**src/rtl/tgl_ram_pkg.sv**
```systemverilog
package tgl_ram_pkg;
  typedef enum logic [1:0] {
    OP_IDLE  = 2'd0,
    OP_WRITE = 2'd1,
    OP_READ  = 2'd2
  } mem_op_e;
endpackage

```
**src/rtl/tgl_ram_decode.sv**
```systemverilog
module tgl_ram_decode
  import tgl_ram_pkg::*;
#(
  parameter int TOK_W = 32
) (
  input  logic [TOK_W-1:0] req_tok,
  input  logic [TOK_W-1:0] ack_tok,
  input  logic             wr_en,
  output mem_op_e          op
);
  // Full-width inequality marks a pending request
  always_comb begin
    if (req_tok == ack_tok) op = OP_IDLE;
    else if (wr_en)         op = OP_WRITE;
    else                    op = OP_READ;
  end
endmodule

```
**src/rtl/tgl_ram_ack.sv**
```systemverilog
module tgl_ram_ack
  import tgl_ram_pkg::*;
#(
  parameter int TOK_W = 32
) (
  input  logic             clk,
  input  logic             rst_n,
  input  mem_op_e          op,
  input  logic [TOK_W-1:0] req_tok,
  output logic [TOK_W-1:0] ack_tok
);
  always_ff @(posedge clk) begin
    if (!rst_n)              ack_tok <= '0;
    else if (op != OP_IDLE)  ack_tok <= req_tok;
  end

  // a served request is acknowledged at that edge
  a_r5_ack_takes_token: assert property (@(posedge clk) disable iff (!rst_n)
    (req_tok != ack_tok) |=> (ack_tok == $past(req_tok)));

  // idle edges leave the acknowledge token alone
  a_r2_idle_ack_stable: assert property (@(posedge clk) disable iff (!rst_n)
    (req_tok == ack_tok) |=> $stable(ack_tok));
endmodule

```
**src/rtl/tgl_ram_array.sv**
```systemverilog
module tgl_ram_array
  import tgl_ram_pkg::*;
#(
  parameter int DEPTH  = 16,
  parameter int DATA_W = 32,
  parameter int ADDR_W = 8,
  localparam int IDX_W = (DEPTH > 1) ? $clog2(DEPTH) : 1
) (
  input  logic              clk,
  input  logic              rst_n,
  input  mem_op_e           op,
  input  logic [ADDR_W-1:0] addr,
  input  logic [DATA_W-1:0] wdata,
  output logic [DATA_W-1:0] rdata
);
  logic [DATA_W-1:0] mem [DEPTH];
  logic [IDX_W-1:0]  idx;

  // Address reduced modulo DEPTH
  assign idx = addr[IDX_W-1:0];

  always_ff @(posedge clk) begin
    if (op == OP_WRITE) mem[idx] <= wdata;
  end

  always_ff @(posedge clk) begin
    if (!rst_n)              rdata <= '0;
    else if (op == OP_READ)  rdata <= mem[idx];
  end

  // a write lands in the selected word
  a_r3_write_stores: assert property (@(posedge clk) disable iff (!rst_n)
    (op == OP_WRITE) |=> (mem[$past(idx)] == $past(wdata)));

  // a read presents the selected word after the edge
  a_r4_read_loads: assert property (@(posedge clk) disable iff (!rst_n)
    (op == OP_READ) |=> (rdata == $past(mem[idx])));

  // read data holds on write and idle edges
  a_r8_rdata_holds: assert property (@(posedge clk) disable iff (!rst_n)
    (op != OP_READ) |=> $stable(rdata));
endmodule

```
**src/rtl/tgl_ram.sv**
```systemverilog
module tgl_ram
  import tgl_ram_pkg::*;
#(
  parameter int DEPTH  = 16,
  parameter int DATA_W = 32,
  parameter int ADDR_W = 8,
  parameter int TOK_W  = 32
) (
  input  logic              clk,
  input  logic              rst_n,
  input  logic [ADDR_W-1:0] addr,
  input  logic [DATA_W-1:0] wdata,
  input  logic              wr_en,
  input  logic [TOK_W-1:0]  req_tok,
  output logic [TOK_W-1:0]  ack_tok,
  output logic [DATA_W-1:0] rdata
);
  mem_op_e op;

  tgl_ram_decode #(.TOK_W(TOK_W)) u_decode (
    .req_tok (req_tok),
    .ack_tok (ack_tok),
    .wr_en   (wr_en),
    .op      (op)
  );

  tgl_ram_ack #(.TOK_W(TOK_W)) u_ack (
    .clk     (clk),
    .rst_n   (rst_n),
    .op      (op),
    .req_tok (req_tok),
    .ack_tok (ack_tok)
  );

  tgl_ram_array #(
    .DEPTH  (DEPTH),
    .DATA_W (DATA_W),
    .ADDR_W (ADDR_W)
  ) u_array (
    .clk   (clk),
    .rst_n (rst_n),
    .op    (op),
    .addr  (addr),
    .wdata (wdata),
    .rdata (rdata)
  );

  // reset clears both registered outputs
  a_r1_reset_clear: assert property (@(posedge clk)
    !rst_n |=> (ack_tok == '0 && rdata == '0));

  // once acknowledged, a held token starts no new access
  a_r6_single_service: assert property (@(posedge clk) disable iff (!rst_n)
    (req_tok != ack_tok) ##1 (req_tok == $past(req_tok)) |-> (op == OP_IDLE));
endmodule

```
**config.mk**
```make
export PLATFORM = sky130hd
export DESIGN_NAME = tgl_ram
export DESIGN_NICKNAME = d
export VERILOG_FILES = /design/src/rtl/tgl_ram_pkg.sv /design/src/rtl/tgl_ram_decode.sv /design/src/rtl/tgl_ram_ack.sv /design/src/rtl/tgl_ram_array.sv /design/src/rtl/tgl_ram.sv
export SDC_FILE = /design/constraint.sdc
export NUM_CORES = 1
export LEC_CHECK = 0
export BUFFER_PORTS_ARGS = -buffer_cell sky130_fd_sc_hd__buf_2
export CAP_MARGIN = 20
export CORE_UTILIZATION = 65
export DETAILED_ROUTE_END_ITERATION = 7
export PLACE_DENSITY = 0.85
export SYNTH_ARGS = -nofsm -noshare
export SYNTH_HDL_FRONTEND = slang
export SYNTH_HIERARCHICAL = 1
export SYNTH_SLANG_ARGS = --single-unit
```
**constraint.sdc**
```tcl
create_clock -name clk -period 12.55 [get_ports clk]
set_input_delay 0.6275 -clock clk [delete_from_list [all_inputs] [get_ports clk]]
set_output_delay 0.6275 -clock clk [all_outputs]
set_load 0.005 [all_outputs]
```
==> results.md, run 1 <==
- Outcome: completed
- Maximum vdd drop: 0.000117 V
- CTS root buffer: clkbuf_16
- Max-cap viol count: 0
- Setup TNS: 0 ps
- Via count: 12400
- Die W: 188 um
- CTS Sinks: between 500 and 600
- Worst-path cell chain: xnor2_1, nand4_1, nor4_1, a21boi_2, buf_4, nor2b_1, nand3_1, nor3_2, buf_4
- Synth Cell Area: 22400 um^2
- Critical Path Source: u_ack/ack_tok[15]$_SDFFE_PN0P_
- Placed Instances: ~1800
- Synthesis-stage register bit count: 576
- Pins Over Slew Limit: 0
- Drt drc: 0
- Skew final: 14.2 ps
- Boundary Pins: between 100 and 150
- # fillers: 1826
- NumNets Final: 1472
- Worst-margin pin slew: 1050 ps
- Worst-path clk slew: 60 ps
- Post-Syn Nets: 1336
- Number of synthesized flops with an enable pin: between 500 and 600
- Initial core utilization: 66.4%
- Worst r2r src: u_ack/ack_tok[15]$_SDFFE_PN0P_
- Dpl hpwl: 25200 um
- Initial antenna violation count: 2
- HP Class: in2reg
- Register area: 16700 um^2
- Pre-CTS WS: approximately 8000 ps
- Most frequent CP cell: buf_4
- RD Place Congestion: 0.799
- Number of gates resized after cts: 0
- Fin crit share: between 30 and 40%
- CTS max path bufs: 3
- Reg2reg end: u_array/mem[3][8]$_DFFE_PP_
- Syn Area/Cell: between 15 and 20 um^2
- Synth top cells by count: edfxtp_1 (512), mux2i_1 (120), dfxtp_1 (64), mux4_2 (64), nand2_1 (54)
- Final ANT Viol Nets: 0
- R2R setup slack: 8060 ps
- GRT Residual Overflow: 0
- Height of the die: 188 um
- Post-synthesis cell type count: 39
- Final worst slack: ~8100 ps
- Final min period: 4490 ps
- Final setup fails: 0
- Crit Path Class: reg2reg
- Fmax: 223 MHz
- Clk_lat worst skew: 570 ps
- CP Data Arrival Time: 4710 ps
- LEAKAGE: 0.00857 uW
- Asr flop ratio synth: 0%
- Share of layout cells above drive strength 1: between 20% and 30%
- RSZ-0062 raised after global routing: false
- CP max FO: 24
- Slew headroom: 29.7%
- Slowest stage cell, crit path: nor3_2
- Number of global-route vias before repair: between 10000 and 15000
- Synthesized netlist cell count: approximately 1300
- Finished Layout Cells: about 1900
- Post-synth top flop: edfxtp_1
- Synth warn: 6
- Total power: 4040 uW
- Sequential area share after synthesis: around three quarters
- WL per Instance: around 26 um
- Yosys top cell area share: about 69%
- TritonRoute pass-1 iters: 5
- Layout area overhead: 13.1%
- Endpoints failing hold: 0
- Port bufs: 134
- CP max stage delay: roughly 860 ps
- Gr usage total: 28.4%
- CTS tree: yes
- Area contributors post-synth: edfxtp_1 (69%), mux4_2 (6.4%), dfxtp_1 (5.7%)
- Num rows: 67
- Pwr/cell area: 159 nW/um^2
- Crit path launch type: flop
- CP endpoint kind: flop
- Critical Path RT: 12770 ps
- Die ar.: approximately 35000 um^2
- Most numerous cell in the Yosys netlist: edfxtp_1
- Post-synth top area cell: edfxtp_1
- Via density: 6.55
- First-pass GRT wire length: 74200 um
- Hold_buf cts: 0
- Post-CTS Repair Setup Buffers: 0
- Largest net degree at the start of global routing: 104
- Core area: 33700 um^2
- Initial DRC count: 1208
- # H-tree levels: 2
- Reg2Reg Depth: 9
- Multi-input logic area: 5310 um^2
- WL final: 48900 um
- Setup crit end: u_array/mem[3][8]$_DFFE_PP_
- CTS Buf Count: between 50 and 60
## registers in the layout, indices dropped and copies added, names as in the netlist
register / flops
u_array/mem: 512
u_ack/ack_tok: 32
u_array/rdata: 32
## where the power goes
part / switching (uW) / internal [uW]
logic: 132 / 85.0
clock network: 679 / 1010
registers: 16.1 / 2120
## cell families (layout without fill, tap and decap cells)
group / Yosys count / count (layout) / synth area share, %
AO/OA/AOI/OAI: 202 / 202 / 5.81
XOR/XNOR: 32 / 32 / 1.25
AND/OR/NAND/NOR: 176 / 176 / 3.90
other: 0 / 2 / 0
flip-flops: 576 / 576 / 74.4
multiplexers: 192 / 192 / 12.2
buffers and inverters: 83 / 263 / 2.40
## cell usage in the layout, fill, tap and decap left out, types with 3 or more instances in the layout
cell type	instances
buf_4	27
dfxtp_1	64
nand3_1	9
mux2_2	8
a211oi_1	16
xnor2_1	32
mux4_2	64
nor3_1	46
nor2_4	12
o21ai_0	32
a2bb2oi_1	8
nor3_2	6
a31oi_1	8
nand2_1	54
clkbuf_16	57
o211ai_1	32
a21oi_1	8
clkbuf_1	11
clkinv_1	6
nand4_1	8
o22ai_1	48
edfxtp_1	512
buf_2	132
nor2_1	3
clkinv_2	12
a211oi_2	8
bufinv_16	8
o21ai_1	38
nor2b_1	26
mux2i_1	120
## critical path, delay by kind of cell (launching register included)
family / cells / cell delay, ps
xor gates and xnor gates: 1 / 150
DFF: 1 / 320
and+or+nand+nor: 5 / 2020
AOI/OAI and AO/OA: 1 / 750
buffers and inverters: 2 / 870
## metrics by stage
| step | instance area (um^2) | utilization [%] | hold slack [ps] |
|---|---|---|---|
| 6_report | 25300 | 75.1 | 329 |
| 5_1_grt | 25300 | 75.1 | 325 |
| 4_1_cts | 25300 | 75.1 | 315 |
| 3_5_place_dp | 23500 | 69.6 | 467 |
| 3_3_place_gp | 23400 | 69.5 | 459 |
| 2_1_floorplan | 22400 | - | 469 |
## routing by layer
layer	wire length (um)	global-route usage [%]	share of wire, %
met1	18100	37.2	37
met2	24000	46.7	49
met3	4900	5.78	10
met4	1970	12.4	4.0
met5	0	0	0
## worst min path at each step
stage / from / endpoint / slack [ps] / cells after the start
final: req_tok[7] / u_ack/ack_tok[7]$_SDFFE_PN0P_ / 330 / 3
after global routing: req_tok[9] / u_ack/ack_tok[9]$_SDFFE_PN0P_ / 330 / 3
after floorplan: u_ack/ack_tok[10]$_SDFFE_PN0P_ / u_ack/ack_tok[10]$_SDFFE_PN0P_ / 470 / 2
after detailed placement: u_ack/ack_tok[13]$_SDFFE_PN0P_ / u_ack/ack_tok[13]$_SDFFE_PN0P_ / 470 / 2
after global placement: u_ack/ack_tok[22]$_SDFFE_PN0P_ / u_ack/ack_tok[22]$_SDFFE_PN0P_ / 460 / 2
after CTS: req_tok[9] / u_ack/ack_tok[9]$_SDFFE_PN0P_ / 320 / 3
## cell type report
class	instances	area share, %
diodes	2	0.0198
clock buffers	70	5.91
clock inverters	30	1.42
inverters	1	0.0148
multi-input cells	602	21.0
flip-flops and latches	576	65.8
well taps	448	2.21
repair buffers	162	3.66
Power figures use the tool's default switching activity.
==> inputs of run 2 (changes only) <==
Settings changed: CORE_UTILIZATION 65 to 60, PLACE_DENSITY 0.85 to 0.79.
Clock period 12.55 ns to 4.2 ns, I/O delays scaled along.
==> results.md, run 2 (synthesis results as in run 1) <==
- Outcome: completed
- Number of gates resized after cts: 0
- Clock Power Share: 39.4%
- Max FFs per register: just over 500
- Num rows: 70
- Max-cap viol count: 0
- HP Class: in2reg
- Initial antenna violation count: 2
- Comb power frac: 6.0%
- Via count: between 10000 and 15000
- CP Data Arrival Time: 3730 ps
- Clk_lat worst skew: 610 ps
- Pins Over Slew Limit: 0
- Most common cell after layout, fill and taps aside: edfxtp_1
- Crit Path Class: reg2reg
- Maximum vdd drop: 0.000422 V
- WL final: 49000 um
- Critical Path RT: ~4500 ps
- Port bufs: between 100 and 150
- Finished Cell Area: 26000 um^2
- Gr usage total: a little over a quarter
- Worst-margin pin slew: around 1100 ps
- Share of layout cells above drive strength 1: 23.0%
- LEAKAGE: 0.00883 uW
- Layout Utilization: between 70% and 80%
- CTS root buffer: clkbuf_16
- Die W: 195 um
- CTS Buf Count: 55
- Number of global-route vias before repair: 12600
- Net Sw Frac: 21.2%
- Hold endpoint: u_ack/ack_tok[22]$_SDFFE_PN0P_
- First-pass GRT wire length: between 70000 and 80000 um
- Via density: 6.24
- Register area: 16700 um^2
- Pwr/cell area: 449 nW/um^2
- Largest Register: u_array/mem
- CTS tree: yes
- RSZ-0062 raised after global routing: false
- WL per Instance: 24.7 um
- NetSw: 2470 uW
- Multi-input logic area: 5310 um^2
- Largest net degree at the start of global routing: 79
- Largest regs: u_array/mem (512), u_ack/ack_tok (32), u_array/rdata (32)
- Core area: 36700 um^2
- Slew headroom: 28.1%
- Min-delay src: wr_en
- Worst r2r src: u_ack/ack_tok[3]$_SDFFE_PN0P_
- # H-tree levels: 2
- RD Place Congestion: approximately 0.75
- Final setup fails: 0
- Initial DRC count: 897
- CP max FO: 21
- Height of the die: 195 um
- Fin crit share: 82.1%
- Most frequent cells in the layout: edfxtp_1 (512), buf_2 (132), mux2i_1 (120)
- TritonRoute pass-1 iters: 5
- Endpoints failing hold: 0
- Initial core utilization: approximately three fifths
- Min-Delay Path Depth: 4
- Layout area overhead: 16.2%
- # fillers: roughly 2200
- Fmax: 290 MHz
- Post-DP Area: between 20000 and 25000 um^2
- Worst-path clk slew: 60 ps
- GRT Residual Overflow: 0
- CP endpoint kind: flop
- R2R setup slack: approximately 750 ps
- Boundary Pins: 139
- Sequential share of power: 54.7%
- Setup TNS: 0 ps
- Crit path launch type: flop
- Reg2Reg Depth: 8
- Drt drc: 0
- NumNets Final: 1547
- Cell-internal power: 9200 uW
- CTS max path bufs: 3
- Final ANT Viol Nets: 0
- Die ar.: 38100 um^2
- Total power: approximately 12000 uW
- Skew final: between 15 and 20 ps
- Final min period: 3450 ps
- CTS Sinks: approximately 580
- Reg2reg end: u_array/mem[15][10]$_DFFE_PP_
- Dpl hpwl: approximately 27000 um
-- run 2: cell types whose count changed in the layout (fill, tap and decap cells not counted), sizes merged --
cell and delta:
diode -1, clkinvlp -2, clkbuf +13, inv -1
dlygate4sd3 +64, buf +10, bufinv -8
-- run 2: repair_timing --
action / CTS / global route
endpoints found under the hold margin: 536 / 0
hold buffers: 64 / 0
setup endpoints to repair: 0 / 0
buffers inserted: 0 / 0
-- run 2: cell type report --
class	instances	area share, %
antenna	1	0.00962
clock buffer	83	6.00
clock inverter	19	0.476
inverter	1	0.0144
multi-input combinational	602	20.4
sequential	576	64.0
tap	468	2.25
timing repair buffer	236	6.79
-- run 2: worst max-delay path: stages, from the launching register on --
cell     delay [ps]
dfxtp_1         340
xnor2_1         260
nand4_1         170
nor4_1          530
a21oi_2         130
nor2b_1         430
nand3_1         390
nor2_4          560
buf_12          270
-- run 2: worst max path at each step --
stage | start | endpoint | slack (ps)
after detailed placement | u_ack/ack_tok[17]$_SDFFE_PN0P_ | u_array/mem[15][10]$_DFFE_PP_ | 830
final | u_ack/ack_tok[3]$_SDFFE_PN0P_ | u_array/mem[15][10]$_DFFE_PP_ | 750
after CTS | u_ack/ack_tok[17]$_SDFFE_PN0P_ | u_array/mem[15][14]$_DFFE_PP_ | 810
after global placement | u_ack/ack_tok[17]$_SDFFE_PN0P_ | u_array/mem[15][14]$_DFFE_PP_ | 900
after floorplan | u_ack/ack_tok[20]$_SDFFE_PN0P_ | u_array/mem[3][0]$_DFFE_PP_ | 70
after global routing | u_ack/ack_tok[3]$_SDFFE_PN0P_ | u_array/mem[6][4]$_DFFE_PP_ | 600
-- run 2: routing by layer --
layer  global-route usage [%]  vias up  wire, um
met1                     35.1     6228     19100
met3                     5.25      103      4160
met5                        0        -        10
met2                     43.5      602     24300
li1                         -     5455         -
met4                     8.34        2      1360
-- run 2: stage by stage --
stage          setup WS, ps  hold WS [ps]  std cells
6_report                752           183       1986
3_3_place_gp            901           460       1818
3_5_place_dp            834           469       1819
5_1_grt                 604           197       1986
2_1_floorplan          71.5           309       1261
4_1_cts                 813           155       1985
-- run 2: power by group through the flow --
| stage | logic, uW | clock network [uW] | registers, uW |
|---|---|---|---|
| 2_1_floorplan | 397 | 0 | 6500 |
| 3_3_place_gp | 626 | 0 | 6490 |
| 3_5_place_dp | 644 | 0 | 6500 |
| 4_1_cts | 695 | 4660 | 6380 |
| 5_1_grt | 752 | 4890 | 6390 |
| 6_report | 700 | 4590 | 6380 |
